[src/rtl/trapPkg.sv]
package trapPkg;
  localparam int CAUSE_W = 5;
  localparam logic [1:0] PRIV_U = 2'd0;
  localparam logic [1:0] PRIV_M = 2'd3;
  localparam logic [11:0] ADDR_EPC_U   = 12'h041;
  localparam logic [11:0] ADDR_CAUSE_U = 12'h042;
  localparam logic [11:0] ADDR_TVAL_U  = 12'h043;

  typedef enum logic [1:0] {
    TV_ZERO  = 2'd0,
    TV_PC    = 2'd1,
    TV_INSTR = 2'd2,
    TV_FAULT = 2'd3
  } tvalSelE;

  typedef struct packed {
    logic               take;
    logic               toUser;
    tvalSelE            tvalSel;
    logic [CAUSE_W-1:0] adjCause;
  } trapCtlS;
endpackage

[src/rtl/trapCtrl.sv]
module trapCtrl
  import trapPkg::*;
#(
  parameter int XLEN = 32
) (
  input  logic               clk,
  input  logic               rstN,
  input  logic               trapValid,
  input  logic [CAUSE_W-1:0] rawCause,
  input  logic [1:0]         curPriv,
  input  logic [XLEN-1:0]    delegMask,
  output trapCtlS            ctl
);
  localparam logic [CAUSE_W-1:0] ECALL_RAW  = CAUSE_W'(11);
  localparam logic [CAUSE_W-1:0] ECALL_BASE = CAUSE_W'(8);

  logic [CAUSE_W-1:0] adjCause;
  logic               delegBit;

  always_comb begin
    if (rawCause == ECALL_RAW) adjCause = ECALL_BASE + CAUSE_W'(curPriv);
    else                       adjCause = rawCause;
  end

  always_comb begin
    delegBit = 1'b0;
    if (int'(adjCause) < XLEN) delegBit = delegMask[adjCause];
  end

  always_comb begin
    ctl.take     = trapValid;
    ctl.adjCause = adjCause;
    ctl.toUser   = (curPriv != PRIV_M) && delegBit;
    unique case (adjCause)
      CAUSE_W'(0):              ctl.tvalSel = TV_PC;
      CAUSE_W'(2):              ctl.tvalSel = TV_INSTR;
      CAUSE_W'(4), CAUSE_W'(6): ctl.tvalSel = TV_FAULT;
      default:                  ctl.tvalSel = TV_ZERO;
    endcase
  end

  // machine mode never hands a trap down
  a_r11_machine_keeps: assert property (@(posedge clk) disable iff (!rstN)
    (trapValid && curPriv == PRIV_M) |-> !ctl.toUser);
  // the rewritten code never stays at the raw environment-call value from user mode
  a_r3_ecall_user: assert property (@(posedge clk) disable iff (!rstN)
    (trapValid && rawCause == ECALL_RAW && curPriv == PRIV_U) |-> ctl.adjCause == ECALL_BASE);
endmodule

[src/rtl/trapDatapath.sv]
module trapDatapath
  import trapPkg::*;
#(
  parameter int XLEN       = 32,
  parameter bit COMPRESSED = 1'b1
) (
  input  logic            clk,
  input  logic            rstN,
  input  trapCtlS         ctl,
  input  logic [XLEN-1:0] faultPc,
  input  logic [31:0]     instrWord,
  input  logic            faultAddrWe,
  input  logic [XLEN-1:0] faultAddrIn,
  input  logic [XLEN-1:0] mVecBase,
  input  logic [XLEN-1:0] uVecBase,
  output logic            csrWe,
  output logic [11:0]     epcAddr,
  output logic [XLEN-1:0] epcData,
  output logic [11:0]     causeAddr,
  output logic [XLEN-1:0] causeData,
  output logic [11:0]     tvalAddr,
  output logic [XLEN-1:0] tvalData,
  output logic            pcLoad,
  output logic [XLEN-1:0] nextPc,
  output logic [1:0]      newPriv
);
  localparam logic [XLEN-1:0] PC_MASK  = COMPRESSED ? ~XLEN'(1) : ~XLEN'(3);
  localparam logic [XLEN-1:0] VEC_MASK = ~XLEN'(3);

  logic [XLEN-1:0] faultQ;
  logic [XLEN-1:0] tvalNext;
  logic [XLEN-1:0] instrVal;
  logic [1:0]      destPriv;
  logic [11:0]     privOr;

  always_comb begin
    if (instrWord[1:0] == 2'b11) instrVal = XLEN'(instrWord);
    else                         instrVal = XLEN'(instrWord[15:0]);
  end

  always_comb begin
    unique case (ctl.tvalSel)
      TV_PC:    tvalNext = faultPc;
      TV_INSTR: tvalNext = instrVal;
      TV_FAULT: tvalNext = faultQ;
      default:  tvalNext = '0;
    endcase
  end

  assign destPriv = ctl.toUser ? PRIV_U : PRIV_M;
  assign privOr   = {2'b00, destPriv, 8'h00};

  always_ff @(posedge clk) begin
    if (!rstN)                faultQ <= '0;
    else if (ctl.take)        faultQ <= '0;
    else if (faultAddrWe)     faultQ <= faultAddrIn;
  end

  always_ff @(posedge clk) begin
    if (!rstN) begin
      csrWe     <= 1'b0;
      pcLoad    <= 1'b0;
      epcAddr   <= '0;
      epcData   <= '0;
      causeAddr <= '0;
      causeData <= '0;
      tvalAddr  <= '0;
      tvalData  <= '0;
      nextPc    <= '0;
      newPriv   <= PRIV_M;
    end else begin
      csrWe  <= ctl.take;
      pcLoad <= ctl.take;
      if (ctl.take) begin
        epcAddr   <= ADDR_EPC_U | privOr;
        epcData   <= faultPc & PC_MASK;
        causeAddr <= ADDR_CAUSE_U | privOr;
        causeData <= XLEN'(ctl.adjCause);
        tvalAddr  <= ADDR_TVAL_U | privOr;
        tvalData  <= tvalNext;
        nextPc    <= (ctl.toUser ? uVecBase : mVecBase) & VEC_MASK;
        newPriv   <= destPriv;
      end
    end
  end

  // interrupt flag of a written cause is always clear
  a_r5_int_flag_clear: assert property (@(posedge clk) disable iff (!rstN)
    csrWe |-> !causeData[XLEN-1]);
  // exception PC honours the alignment mask
  a_r4_epc_aligned: assert property (@(posedge clk) disable iff (!rstN)
    csrWe |-> (epcData & ~PC_MASK) == '0);
  // captured address is empty right after a trap
  a_r10_fault_cleared: assert property (@(posedge clk) disable iff (!rstN)
    ctl.take |=> faultQ == '0);
  // redirect target is word aligned
  a_r12_vec_aligned: assert property (@(posedge clk) disable iff (!rstN)
    pcLoad |-> nextPc[1:0] == 2'b00);
  // all three writes target the same level
  a_r11_same_level: assert property (@(posedge clk) disable iff (!rstN)
    csrWe |-> (epcAddr[9:8] == tvalAddr[9:8] && causeAddr[9:8] == epcAddr[9:8]
               && epcAddr[9:8] == newPriv));
  // writes and redirect pulse together
  a_r2_paired_strobes: assert property (@(posedge clk) disable iff (!rstN)
    csrWe == pcLoad);
endmodule

[src/rtl/trapEntry.sv]
module trapEntry
  import trapPkg::*;
#(
  parameter int XLEN       = 32,
  parameter bit COMPRESSED = 1'b1
) (
  input  logic               clk,
  input  logic               rstN,
  input  logic               trapValid,
  input  logic [CAUSE_W-1:0] rawCause,
  input  logic [1:0]         curPriv,
  input  logic [XLEN-1:0]    faultPc,
  input  logic [31:0]        instrWord,
  input  logic [XLEN-1:0]    delegMask,
  input  logic               faultAddrWe,
  input  logic [XLEN-1:0]    faultAddrIn,
  input  logic [XLEN-1:0]    mVecBase,
  input  logic [XLEN-1:0]    uVecBase,
  output logic               csrWe,
  output logic [11:0]        epcAddr,
  output logic [XLEN-1:0]    epcData,
  output logic [11:0]        causeAddr,
  output logic [XLEN-1:0]    causeData,
  output logic [11:0]        tvalAddr,
  output logic [XLEN-1:0]    tvalData,
  output logic               pcLoad,
  output logic [XLEN-1:0]    nextPc,
  output logic [1:0]         newPriv
);
  trapCtlS ctl;

  trapCtrl #(.XLEN(XLEN)) uCtrl (
    .clk(clk), .rstN(rstN), .trapValid(trapValid), .rawCause(rawCause),
    .curPriv(curPriv), .delegMask(delegMask), .ctl(ctl)
  );

  trapDatapath #(.XLEN(XLEN), .COMPRESSED(COMPRESSED)) uPath (
    .clk(clk), .rstN(rstN), .ctl(ctl), .faultPc(faultPc), .instrWord(instrWord),
    .faultAddrWe(faultAddrWe), .faultAddrIn(faultAddrIn),
    .mVecBase(mVecBase), .uVecBase(uVecBase),
    .csrWe(csrWe), .epcAddr(epcAddr), .epcData(epcData),
    .causeAddr(causeAddr), .causeData(causeData),
    .tvalAddr(tvalAddr), .tvalData(tvalData),
    .pcLoad(pcLoad), .nextPc(nextPc), .newPriv(newPriv)
  );

  // a result follows every sampled strobe one cycle later
  a_r2_one_cycle: assert property (@(posedge clk) disable iff (!rstN)
    trapValid |=> csrWe);
  // no result without a strobe in the cycle before
  a_r2_no_spurious: assert property (@(posedge clk) disable iff (!rstN)
    !trapValid |=> !csrWe);
  // traps raised in machine mode land in machine mode
  a_r11_mach_result: assert property (@(posedge clk) disable iff (!rstN)
    (trapValid && curPriv == PRIV_M) |=> newPriv == PRIV_M);
endmodule

[config.mk]
export PLATFORM = sky130hd
export DESIGN_NAME = trapEntry
export DESIGN_NICKNAME = d
export VERILOG_FILES = /design/src/rtl/trapPkg.sv /design/src/rtl/trapCtrl.sv /design/src/rtl/trapDatapath.sv /design/src/rtl/trapEntry.sv
export SDC_FILE = /design/constraint.sdc
export NUM_CORES = 1
export LEC_CHECK = 0
export BUFFER_PORTS_ARGS = -buffer_cell sky130_fd_sc_hd__buf_2
export CORE_AREA = 2 2 145 147
export DETAILED_ROUTE_END_ITERATION = 6
export DIE_AREA = 0 0 147 149
export PLACE_DENSITY = 0.63
export SLEW_MARGIN = 30
export SYNTH_ARGS = -nofsm -noshare
export SYNTH_HDL_FRONTEND = slang
export SYNTH_SLANG_ARGS = --single-unit
[constraint.sdc]
create_clock -name clk -period 2.2 [get_ports clk]
set_input_delay 0.11 -clock clk [delete_from_list [all_inputs] [get_ports clk]]
set_output_delay 0.11 -clock clk [all_outputs]
set_load 0.02 [all_outputs]
==> results by group <==
Critical path
  – Startpoint Class: primary input
  – Arrival @ worst endpoint: 2.39 ns
  – Crit path largest cell delay: ~0.58 ns
  – Delay-heaviest family, CP: compound AO/OA/AOI/OAI gates
  – Crit-path slowest cell: or4b_1
  – CP bufs+invs: 2
  – Crit Path Max Fanout: 26
  – Setup CP Type: primary input to register
  – Crit end category: register
  – CP required: between 2 and 3 ns
  – CP cell instances: buf_2 -> or4b_1 -> o21a_1 -> mux2_4 -> a211oi_4 -> o21ai_4 -> buf_12 -> a311oi_2

Layout
  – Layout cells sized above 1: a little over a third
  – Final instance area: 10,200 um2
  – Finished Layout Cells: approximately 1,400
  – Nets: 1,337
  – Commonest cells after routing, fill and taps aside: buf_2, dfxtp_1, dlygate4sd3_1
  – Leading cell type in the layout, fill and taps excluded: buf_2
  – Area grow syn2layout: 47.0%

Clock tree
  – CTS Buf Count: 17
  – Post-CTS sizing: 0
  – Clock net sink count: about 130
  – CTS clk-pin slew, worst paths: around 0.06 ns
  – Clk root buf: clkbuf_16
  – Worst-Skew Late Latency: 0.42 ns
  – H-tree levels: 4
  – Clk buf depth: 2
  – TritonCTS clock tree: yes

Yosys
  – Top_reg_cell synth: dfxtp_1
  – Per-instance average area after synthesis: ~9.2 um2
  – EDFF count, synth: 0
  – Yosys top cell area share: between 30% and 40%
  – Area contributors post-synth: dfxtp_1, mux2i_1, buf_4
  – Yosys reg bits: ~130
  – Asr flop ratio synth: 0%
  – Post-synth top area cell: dfxtp_1
  – Post-Syn Area: approximately 7000 um2
  – Post-synthesis cell count: 754
  – Sequential fraction of the synthesis area: 38.8%
  – Netlist cell types: between 40 and 50
  – Synth Warn #: 0

Timing
  – Fin. max-slew vios: 0
  – Fin. Hold Viols: 0
  – Worst-Margin Slew: 0.563 ns
  – Worst slew margin: between 60% and 70%
  – RSZ-0062 raised after global routing: false
  – Setup violations, final: 0
  – Tmin final: between 2 and 2.5 ns
  – Maximum clock rate: 485 MHz
  – Clk_skew: around 0.0075 ns
  – Final Cycle Share: 93.8%
  – Post-route worst setup slack: between 0.1 and 0.15 ns

Drt
  – Average routed wire per standard cell: between 15 and 20 um
  – WL final: 23.2 mm
  – Drt pass-1 iters: 4
  – DRC: 0
  – Detail Route Antenna Nets: 0
  – Initial DRC count: ~300
  – Vias per cell: 4.81
  – Via count: around 6,800

Global route
  – GRT Util Overall: 20.3%
  – Total gr overflow: 0
  – Vias in the first global route: ~6,700
  – Largest net degree at the start of global routing: 78
  – Grt met2 use: between 30% and 40%
  – Met3 Track Usage GR: 4.86%
  – Initial antenna violation count: 1
  – Busiest grt layer: met2
  – Met1 usage: a little under a quarter
  – First-pass GRT wire length: 35.3 mm

Hold path
  – Worst hold path type: primary input to register

Power and ir drop
  – Power density over cell area: 691 nW/um2
  – Clock Power Share: 42.9%
  – Leak: about 5.0 nW
  – Tot Pwr: 7.03 mW
  – Switching pwr: 2.05 mW
  – Reg power frac: a little under two fifths
  – Sw Ratio: between 20% and 30%
  – Max VDD drop: approximately 0.47 mV
  – Combinational group share of total power: 19.9%
  – Cell Int Power: around 5 mW

Place
  – Port Buffers: 313
  – Post-DP Area: roughly 8600 um2
  – DPL Wire Length: 15.9 mm
  – Placed instance count: about 1,300
  – Routability cong.: 0.829
  – Setup WS pre-CTS: -0.266 ns

Status
  – Status: completed

Floorplanning
  – Die Width: 147 um
  – Die Ht: about 150 um
  – Starting Density: 33.7%
  – FP Rows: 53
  – DIE AREA: around 22,000 um2
  – Core area: between 20,000 and 25,000 um2
  – Top Ports: ~370

Job
  – MaxCap Viol Count: 0
-- flip-flops by register name (all words and copies together) (netlist names) --
signal / cells
uPath.causeAddr: 2
uPath.causeData: 5
uPath.epcData: 31
uPath.faultQ: 32
uPath.newPriv: 1
uPath.nextPc: 30
uPath.pcLoad: 1
uPath.tvalData: 32
-- layer usage --
layer / share of wire (%) / routed length (um)
met5: 0 / 0
met2: 51 / 11900
met1: 40 / 9330
met4: 2.2 / 512
met3: 6.2 / 1440
-- through the flow --
step           setup TNS, ns  hold WS (ns)  utilization, %
3_5_place_dp           -7.72         0.351            41.7
2_1_floorplan         -0.877         0.253               -
5_1_grt                    0        0.0301            49.5
3_3_place_gp           -6.64         0.342            41.7
4_1_cts                    0       0.00185            49.5
6_report                   0        0.0156            49.5
-- area by class of cell --
type | instances | area (um2)
Fill cell | 1951 | 10400
Multi-Input combinational cell | 476 | 3430
Timing Repair Buffer | 442 | 2860
Sequential cell | 134 | 2680
Clock buffer | 18 | 429
Tap cell | 275 | 344
Inverter | 63 | 236
Clock inverter | 14 | 188
Antenna cell | 1 | 2.50
-- worst reg2reg max path, cell delays in order (launching register included) --
cell	delay [ns]
dfxtp_1	0.31
a222oi_1	0.33
o21ai_0	0.12
-- logic make-up (layout without fill, tap and decap cells) --
| logic type | after synthesis | in the layout | synth area share (%) |
|---|---|---|---|
| DFF | 134 | 134 | 38.8 |
| buffers and inverters | 196 | 537 | 14.6 |
| muxes | 98 | 98 | 14.3 |
| and+or+nand+nor | 152 | 152 | 10.8 |
| other | 1 | 54 | 0.0542 |
| AOI/OAI and AO/OA | 173 | 173 | 21.4 |
-- cells in the mapped netlist, types with 2 or more instances --
cell type	count
a21oi_1	17
a221o_1	2
a221oi_1	2
a222oi_1	16
a311oi_1	2
a311oi_2	28
and2_1	2
and3b_1	2
buf_1	8
buf_2	5
buf_4	66
buf_6	3
clkbuf_1	51
dfxtp_1	134
inv_1	63
mux2_2	3
mux2i_1	94
nand2_1	36
nand2b_1	2
nand3_1	3
nand4_1	2
nor2_1	52
nor2b_1	40
nor3_1	3
nor3b_1	3
o2111a_1	30
o211ai_1	2
o21a_1	3
o21ai_0	66
or4_1	2
-- power by group through the flow --
| stage | clock (mW) | combinational (mW) | sequential, mW |
|---|---|---|---|
| after floorplan | 0 | 0.750 | 2.78 |
| after global placement | 0 | 1.24 | 2.66 |
| after detailed placement | 0 | 1.25 | 2.66 |
| after CTS | 3.09 | 1.39 | 2.61 |
| after global routing | 3.18 | 1.50 | 2.62 |
| final | 3.01 | 1.40 | 2.61 |
-- timing repair --
item,4_1_cts,5_1_grt
endpoints found under the hold margin,97,0
hold buffers,97,0
buffers inserted,0,0
-- final timing paths --
check                                  startpoint                              end  slack, ns  depth (start not counted)
setup / recovery                       curPriv[0]    uPath.nextPc[22]$_SDFFE_PN0P_       0.14                          8
hold / removal                      instrWord[22]  uPath.tvalData[22]$_SDFFE_PN0P_       0.02                          3
hold reg to reg   uPath.tvalData[12]$_SDFFE_PN0P_  uPath.tvalData[12]$_SDFFE_PN0P_       0.45                          2
setup reg to reg    uPath.faultQ[25]$_SDFFE_PP0P_  uPath.tvalData[25]$_SDFFE_PN0P_       1.32                          2
(Power assumes the default switching activity.)
